[src/rtl/busmaster_regs_pkg.sv]
// Shared constants and helpers for the bus-master channel register block.
// Assumes a 32-bit register data path and little-endian byte lanes.
package busmaster_regs_pkg;
    localparam int unsigned DATA_W   = 32;
    localparam int unsigned OFF_W    = 3;
    localparam int unsigned LANE_W   = 2;
    localparam int unsigned BYTE_W   = 8;

    localparam logic [OFF_W-1:0] OFF_CMD  = 3'd0;
    localparam logic [OFF_W-1:0] OFF_STAT = 3'd1;

    // Command bits that are kept: run (bit 0) and direction (bit 3).
    localparam logic [BYTE_W-1:0] CMD_KEEP = 8'h09;

    localparam int unsigned ST_ACT = 0;
    localparam int unsigned ST_ERR = 1;
    localparam int unsigned ST_INT = 2;

    // Byte-lane mask for an access size code (0 byte, 1 word, else dword).
    function automatic logic [DATA_W-1:0] size_mask(input logic [1:0] sz);
        case (sz)
            2'd0:    size_mask = 32'h0000_00FF;
            2'd1:    size_mask = 32'h0000_FFFF;
            default: size_mask = 32'hFFFF_FFFF;
        endcase
    endfunction
endpackage

[src/rtl/busmaster_cmd_ctl.sv]
// Command register and run control.
// Keeps the run and direction bits and owns the active flag. It issues
// one-cycle start and cancel pulses when the run bit changes and loads the
// current descriptor pointer on a run rise. A command write in the same cycle
// as an engine completion takes precedence over it.
module busmaster_cmd_ctl
    import busmaster_regs_pkg::*;
(
    input  logic              clk,
    input  logic              rst_n,
    input  logic              cmd_we,
    input  logic [BYTE_W-1:0] cmd_wbyte,
    input  logic [DATA_W-1:0] tbl_ptr,
    input  logic              eng_done,
    input  logic              eng_more,
    output logic [BYTE_W-1:0] cmd_q,
    output logic              active_q,
    output logic              start_q,
    output logic              cancel_q,
    output logic [DATA_W-1:0] cur_ptr_q
);
    logic [BYTE_W-1:0] cmd_next;
    logic              run_edge;

    // Masked command value and detection of a run-bit change.
    always_comb begin
        cmd_next = cmd_wbyte & CMD_KEEP;
        run_edge = cmd_we && (cmd_next[0] != cmd_q[0]);
    end

    // Command byte, active flag, request pulses and pointer load.
    always_ff @(posedge clk) begin
        if (!rst_n) begin
            cmd_q     <= '0;
            active_q  <= 1'b0;
            start_q   <= 1'b0;
            cancel_q  <= 1'b0;
            cur_ptr_q <= '0;
        end else begin
            start_q  <= 1'b0;
            cancel_q <= 1'b0;
            if (eng_done) begin
                active_q <= eng_more;
            end
            if (run_edge) begin
                if (!cmd_next[0]) begin
                    cancel_q <= 1'b1;
                    active_q <= 1'b0;
                end else begin
                    cur_ptr_q <= tbl_ptr;
                    if (!active_q) begin
                        active_q <= 1'b1;
                        start_q  <= 1'b1;
                    end
                end
            end
            if (cmd_we) begin
                cmd_q <= cmd_next;
            end
        end
    end
endmodule

[src/rtl/busmaster_stat_ctl.sv]
// Sticky status flags: error and interrupt.
// The interrupt flag is set on a rising device interrupt, which is found from
// a one-cycle history of the level. A set beats a clear in the same cycle.
module busmaster_stat_ctl
    import busmaster_regs_pkg::*;
(
    input  logic              clk,
    input  logic              rst_n,
    input  logic              st_we,
    input  logic [BYTE_W-1:0] st_wbyte,
    input  logic              dev_irq,
    input  logic              eng_err,
    output logic              err_q,
    output logic              int_q
);
    logic irq_prev_q;

    // History of the device interrupt level for edge detection.
    always_ff @(posedge clk) begin
        if (!rst_n) irq_prev_q <= 1'b0;
        else        irq_prev_q <= dev_irq;
    end

    // Error flag: set by the engine, cleared by writing one.
    always_ff @(posedge clk) begin
        if (!rst_n) begin
            err_q <= 1'b0;
        end else begin
            if (st_we && st_wbyte[ST_ERR]) err_q <= 1'b0;
            if (eng_err)                   err_q <= 1'b1;
        end
    end

    // Interrupt flag: set on a rising device interrupt, cleared by writing one.
    always_ff @(posedge clk) begin
        if (!rst_n) begin
            int_q <= 1'b0;
        end else begin
            if (st_we && st_wbyte[ST_INT]) int_q <= 1'b0;
            if (dev_irq && !irq_prev_q)    int_q <= 1'b1;
        end
    end
endmodule

[src/rtl/busmaster_tbl_reg.sv]
// Descriptor table pointer with byte-lane access.
// The write data is right-aligned and placed at lane offset*8. The two lowest
// pointer bits always stay zero. The read path returns the lanes shifted down
// and masked to the access size.
module busmaster_tbl_reg
    import busmaster_regs_pkg::*;
(
    input  logic              clk,
    input  logic              rst_n,
    input  logic              tbl_we,
    input  logic [LANE_W-1:0] lane,
    input  logic [1:0]        size,
    input  logic [DATA_W-1:0] wdata,
    output logic [DATA_W-1:0] tbl_q,
    output logic [DATA_W-1:0] rd_lanes
);
    logic [4:0]        shamt;
    logic [DATA_W-1:0] szmask;
    logic [DATA_W-1:0] wmask;
    logic [DATA_W-1:0] wpos;

    // Lane shift and masks for the current access.
    always_comb begin
        shamt    = {lane, 3'b000};
        szmask   = size_mask(size);
        wmask    = szmask << shamt;
        wpos     = (wdata & szmask) << shamt;
        rd_lanes = (tbl_q >> shamt) & szmask;
    end

    // Lane merge on write, with the alignment bits forced to zero.
    always_ff @(posedge clk) begin
        if (!rst_n)      tbl_q <= '0;
        else if (tbl_we) tbl_q <= ((tbl_q & ~wmask) | wpos) & ~32'h3;
    end
endmodule

[src/rtl/busmaster_regs.sv]
// Top of the bus-master channel register block.
// Decodes the register port into the command, status and table-pointer
// pieces, and muxes read data. It passes the device interrupt straight
// through to the host.
module busmaster_regs
    import busmaster_regs_pkg::*;
(
    input  logic              clk,
    input  logic              rst_n,
    input  logic              reg_wr,
    input  logic [2:0]        reg_addr,
    input  logic [1:0]        reg_size,
    input  logic [31:0]       reg_wdata,
    output logic [31:0]       reg_rdata,
    input  logic              dev_irq,
    input  logic              eng_done,
    input  logic              eng_more,
    input  logic              eng_err,
    output logic              dma_start,
    output logic              dma_cancel,
    output logic [31:0]       cur_ptr,
    output logic              host_irq
);
    logic              cmd_we, st_we, tbl_we;
    logic [BYTE_W-1:0] cmd_w;
    logic              active_w, err_w, int_w;
    logic [DATA_W-1:0] tbl_w, lanes_w;

    // Write decode by register offset.
    always_comb begin
        cmd_we = reg_wr && (reg_addr == OFF_CMD);
        st_we  = reg_wr && (reg_addr == OFF_STAT);
        tbl_we = reg_wr && reg_addr[2];
    end

    busmaster_cmd_ctl u_cmd (
        .clk       (clk),
        .rst_n     (rst_n),
        .cmd_we    (cmd_we),
        .cmd_wbyte (reg_wdata[BYTE_W-1:0]),
        .tbl_ptr   (tbl_w),
        .eng_done  (eng_done),
        .eng_more  (eng_more),
        .cmd_q     (cmd_w),
        .active_q  (active_w),
        .start_q   (dma_start),
        .cancel_q  (dma_cancel),
        .cur_ptr_q (cur_ptr)
    );

    busmaster_stat_ctl u_stat (
        .clk      (clk),
        .rst_n    (rst_n),
        .st_we    (st_we),
        .st_wbyte (reg_wdata[BYTE_W-1:0]),
        .dev_irq  (dev_irq),
        .eng_err  (eng_err),
        .err_q    (err_w),
        .int_q    (int_w)
    );

    busmaster_tbl_reg u_tbl (
        .clk      (clk),
        .rst_n    (rst_n),
        .tbl_we   (tbl_we),
        .lane     (reg_addr[LANE_W-1:0]),
        .size     (reg_size),
        .wdata    (reg_wdata),
        .tbl_q    (tbl_w),
        .rd_lanes (lanes_w)
    );

    // Read data mux by offset.
    always_comb begin
        if (reg_addr[2])                 reg_rdata = lanes_w;
        else if (reg_addr == OFF_CMD)    reg_rdata = {24'h0, cmd_w};
        else if (reg_addr == OFF_STAT)   reg_rdata = {29'h0, int_w, err_w, active_w};
        else                             reg_rdata = '0;
    end

    // Host interrupt follows the device level.
    always_comb host_irq = dev_irq;
endmodule

[config.mk]
export PLATFORM = sky130hd
export DESIGN_NAME = busmaster_regs
export DESIGN_NICKNAME = d
export VERILOG_FILES = /design/src/rtl/busmaster_regs_pkg.sv /design/src/rtl/busmaster_cmd_ctl.sv /design/src/rtl/busmaster_stat_ctl.sv /design/src/rtl/busmaster_tbl_reg.sv /design/src/rtl/busmaster_regs.sv
export SDC_FILE = /design/constraint.sdc
export NUM_CORES = 1
export LEC_CHECK = 0
export CAP_MARGIN = 20
export CORE_ASPECT_RATIO = 0.6
export CORE_MARGIN = 2
export CORE_UTILIZATION = 57
export CTS_CLUSTER_SIZE = 10
export DETAILED_ROUTE_END_ITERATION = 16
export DONT_BUFFER_PORTS = 1
export GPL_TIMING_DRIVEN = 0
export PLACE_DENSITY = 0.73
export SETUP_SLACK_MARGIN = 0.02
export SLEW_MARGIN = 20
export SYNTH_ARGS = -nofsm -noshare
export SYNTH_HDL_FRONTEND = slang
export SYNTH_SLANG_ARGS = --single-unit
[constraint.sdc]
create_clock -name clk -period 1.6 [get_ports clk]
set_input_delay 0.24 -clock clk [delete_from_list [all_inputs] [get_ports clk]]
set_output_delay 0.24 -clock clk [all_outputs]
set_load 0.02 [all_outputs]
After elaboration in Yosys (flattened, before gate mapping)
Cells that the tools add are included.

storage, ports and cells
  register bits = 68
  bits of input ports = 44
  output and inout port bits = 67
  word-level logic and storage cells = 49

cells by class
  equal/unequal tests = 3
  shifts and indexed selects = 3
  multiplexer cells = 14
  bitwise gates (word level) = 5
  reduce and logical (&&, ||, !) cells = 15

operator list
  cell                                                  number
  bitwise AND 32 bit                                    3
  case mux 32 bit (2 select lines)                      1
  << shifter 32 x 5 -> 32 bit                           2
  2-to-1 mux 32 bit                                     1
  inverter 32 bit                                       1
  OR 32 bit                                             1
  >> shifter 32 x 5 -> 32 bit                           1
  2-to-1 mux 1 bit                                      10
  logical AND 1 bit                                     7
  2-to-1 mux 4 bit                                      1
  AND reduction 2 bit                                   2
  nonzero test 2 bit                                    2
  equality test 3 x 1 -> 1 bit (second input constant)  1
  logical NOT 3 bit                                     1
  2-to-1 mux 3 bit                                      1
  AND reduction 3 bit                                   1
  equality test 2 x 1 -> 1 bit (second input constant)  1
  logical NOT 2 bit                                     1
  logical NOT 1 bit                                     1
  != test 1 bit                                         1

Logic depth before layout (Yosys ltp)
  depth in word-level cells = 6
  gate-level depth with buffers = 7
  depth with buffers taken out = 4

Cells and area by module
Synthesis repeated with hierarchy kept, for this count alone.

unflattened totals
  cells, all modules = 487
  area total of the unflattened synthesis = 4142.7 µm²

modules (own cells, without submodules)
  module              instances  cells an instance  area each (µm²)  sequential area each (µm²)
  busmaster_tbl_reg   1          255                2102.0           600.6
  busmaster_cmd_ctl   1          168                1575.3           740.7
  busmaster_regs      1          54                 361.6            0.0
  busmaster_stat_ctl  1          10                 103.8            60.1

Worst setup path before layout
OpenSTA, ideal clock, no wires.

  kind = input to output
  start point = in reg_addr[0]
  end point = out reg_rdata[16]
  arrival time = 1406 ps
  path slack = -46 ps
  stages = 6
  cell sequence = buf_4 -> buf_2 -> buf_4 -> buf_2 -> mux2i_1 -> nor2_1

between the ends
  cells in the longest elaborated chain, start to end = 3

RTL lines
  element                      RTL line                 RTL
  from (decl)                  busmaster_regs.sv:11     input logic [2:0] reg_addr,
  >> shifter 32 x 5 -> 32 bit  busmaster_tbl_reg.sv:28  rd_lanes = (tbl_q >> shamt) & szmask;
  bitwise AND 32 bit           busmaster_tbl_reg.sv:28
  2-to-1 mux 32 bit            busmaster_regs.sv:75     if (reg_addr[2]) reg_rdata = lanes_w;
  to (decl)                    busmaster_regs.sv:14     output logic [31:0] reg_rdata,

Every way passes these cells.

Final worst setup path
  start point = reg u_tbl.tbl_q[19]
  end point = out reg_rdata[3]

between the ends
  cells in the longest elaborated chain, start to end = 3

RTL lines
  element                      RTL line                 RTL
  from (decl)                  busmaster_tbl_reg.sv:14  output logic [DATA_W-1:0] tbl_q,
  from (signal assigned)       busmaster_tbl_reg.sv:34  else if (tbl_we) tbl_q <= ((tbl_q & ~wmask) | wpos) & ~32'h3;
  >> shifter 32 x 5 -> 32 bit  busmaster_tbl_reg.sv:28
  bitwise AND 32 bit           busmaster_tbl_reg.sv:28
  2-to-1 mux 32 bit            busmaster_regs.sv:75

Every way passes these cells.

==> impl_metrics.tcl <==
set metrics [dict create \
    routedWlPerCell_um 21.3 \
    layout_common_cells "83 x nand2_1, 57 x dfxtp_1, 36 x a21oi_1, 34 x nor2_1, 30 x mux2i_1" \
    worstMarginPinSlew_ns 0.972 \
    crit_fanout 2 \
    syn_area_um2 3480 \
    vias 3327 \
    period_share_pct 101 \
    power.internal_mw 2.84 \
    dieWidth_um 105 \
    die_h_um 64.5 \
    drtIter0Drc 339 \
    grtUsageTotal_pct 33.2 \
    grt_pass1_wl_mm 16.9 \
    synth_top_flop_cell "dfxtp_1" \
    vias_per_cell 6.39 \
    layout_commonest_cell "nand2_1" \
    setup_viol 1 \
    yosysUniqueCellTypes 43 \
    fp.dieArea_um2 6760 \
    clk_pin_slew_ns 0.07 \
    utilization_pct 70.7 \
    crit_start "u_tbl.tbl_q[19]$_SDFFE_PN0P_" \
    ys_seq_area_share_pct 39.2 \
    numCtsBuffers 9 \
    fin_ws_ns -0.0129 \
    clk_path_buf_depth 2 \
    period_needed_ns 1.61 \
    dp_hpwl_mm 8.19 \
    synth_cells 421 \
    leakagePower_nw 1.52 \
    cp_slowest_stage_delay_ns 0.36 \
    drc 0 \
    cts_tree "built" \
    numClockSinks 68 \
    cp_slowest_cell "dfxtp_4" \
    status "finished, violations left" \
    clockPowerShare_pct 41.7 \
    drt_wl_total_mm 11.1 \
    reg2reg_depth 4 \
    ios 111 \
    skew_ns 0.00921 \
    synthArstFlopShare_pct 0 \
    critical_path.cell_chain "mux2_4 -> o211ai_1 -> o21ai_2" \
    cts-root-buf "clkbuf_8" \
    place_congestion 0.968 \
    grt_max_degree 13 \
    clock_latency_ns 0.35 \
    io_buffers 0 \
    antenna_found_initial 0 \
    worstSetupPathType "reg2out" \
    hp-class "in2reg" \
    core_area_um2 5730 \
    rsz0062_at_grt "yes" \
    antennaDiodeCount 0 \
    finalPower_mw 3.86 \
    drt_pass1_iterations 5 \
    areaGrowthSynthToFinish_pct 16.5 \
    antenna_left 0 \
    hold_start "dev_irq" \
    violations "setup timing" \
    holdPathStages 1 \
    drive_gt1_share_pct 21.5 \
    hold_viol 0 \
    p_switching_mw 1.02 \
    first_global_vias 3106 \
    synth_area_per_cell_um2 8.26 \
    max_slew_margin_pct 34.4 \
    crit_arrival_ns 1.37 \
    ctsHtreeMaxLevel 3 \
    p_comb_share_pct 12.1 \
    reg2reg_from "u_cmd.cmd_q[0]$_SDFFE_PN0P_" \
    startpoint_type "flop" \
    vdd_drop_max_uv 555 \
    cap_viol_max_count 0 \
    switching_share_pct 26.5 \
    crit_required_ns 1.36 \
    cp-end-kind "output port" \
    fmax_mhz 620 \
    pwr-share-seq_pct 46.2 \
    overflow 0 \
    maxSlewViolCount 0 \
    synth-edff-count 0 \
    synth-warning-count 0 \
    nNetsFinal 480 \
    initial_core_util_pct 60.7 \
    cellPowerDensity_nw_per_um2 952 \
    rows 21 \
    ys_seq_elements 68 \
]
## critical path: cells and delay by family, from the launching register on
kind | cells | cell delay, ns
multiplexers | 1 | 0.25
flip-flops | 1 | 0.36
AO/OA/AOI/OAI | 2 | 0.41
## synth_stat cells (7+ instances only)
cell / n / area [µm²]
nor2_1: 50 / 188
nand2_1: 84 / 315
a22oi_1: 14 / 105
a2bb2oi_1: 8 / 70.1
buf_2: 9 / 45.0
clkbuf_1: 14 / 52.6
a21oi_1: 39 / 195
dfxtp_1: 68 / 1360
mux2i_1: 35 / 350
o221ai_1: 8 / 70.1
and2_1: 12 / 75.1
nor2b_1: 11 / 68.8
buf_4: 7 / 52.6
## kinds of logic (layout without fill, tap and decap cells)
group / count (synthesis) / after routing / synth area share, %
AOI/OAI and AO/OA: 96 / 96 / 19.1
buffers and inverters: 35 / 54 / 5.51
DFF: 68 / 68 / 39.2
muxes: 41 / 41 / 12.0
other: 1 / 2 / 0.108
and+or+nand+nor: 180 / 180 / 24.1
## what timing repair did
action	in CTS	in global routing
pin swaps	4	6
setup buffers	4	0
endpoints found under the setup margin	30	18
hold endpoints to repair	0	1
hold buffers	0	1
gates resized for setup	33	30
## state kept, by name, summed over array words and instances (netlist names)
name	flops
u_cmd.cmd_q	2
u_cmd.active_q	1
u_tbl.tbl_q	30
u_cmd.start_q	1
u_stat.irq_prev_q	1
u_cmd.cur_ptr_q	30
u_stat.err_q	1
u_stat.int_q	1
u_cmd.cancel_q	1
## per-stage QoR
step / setup slack, ns / std cells / instance area (µm²) / TNS (ns) / hold WS, ns
after global placement: -0.422 / 502 / 3610 / -8.70 / 0.359
after detailed placement: -0.453 / 502 / 3610 / -10.67 / 0.367
after CTS: -0.0162 / 520 / 3960 / -0.0162 / 0.00826
after global routing: -0.0536 / 521 / 4050 / -0.151 / 0.00153
final: -0.0129 / 521 / 4050 / -0.0129 / 0.0153
after floorplan: -0.00857 / 422 / 3510 / -0.0429 / 0.358
## power groups by stage
| stage | Sequential, mW | Combinational (mW) | Clock (mW) |
|---|---|---|---|
| 3_5_place_dp | 1.82 | 0.402 | 0 |
| 6_report | 1.78 | 0.468 | 1.61 |
| 4_1_cts | 1.78 | 0.434 | 1.61 |
| 5_1_grt | 1.78 | 0.494 | 1.70 |
| 2_1_floorplan | 1.80 | 0.321 | 0 |
| 3_3_place_gp | 1.82 | 0.394 | 0 |
## path summary, 6_finish.rpt
path | end | slack [ns]
setup reg to reg | u_cmd.cur_ptr_q[21]$_SDFFE_PN0P_ | 0.17
setup / recovery | reg_rdata[3] | -0.01
hold / removal | u_stat.irq_prev_q$_SDFF_PN0_ | 0.02
hold reg to reg | u_cmd.cur_ptr_q[7]$_SDFFE_PN0P_ | 0.47
## layout make-up
class | instances | area, µm²
sequential | 68 | 1380
clock buffer | 10 | 138
multi-input combinational | 319 | 2060
timing repair buffer | 5 | 40.0
buffer | 32 | 243
clock inverter | 6 | 86.3
inverter | 1 | 3.75
tap | 80 | 100
fill | 490 | 1680
## layer usage
metal	vias to the layer above	global-route usage [%]	share of wire, %
met5	-	0	0
met1	1572	44.4	42
met3	21	14.1	14
met2	236	48.1	42
met4	0	11.0	2.0
li1	1498	-	-
Note: power is estimated with default switching activity, not from simulation.
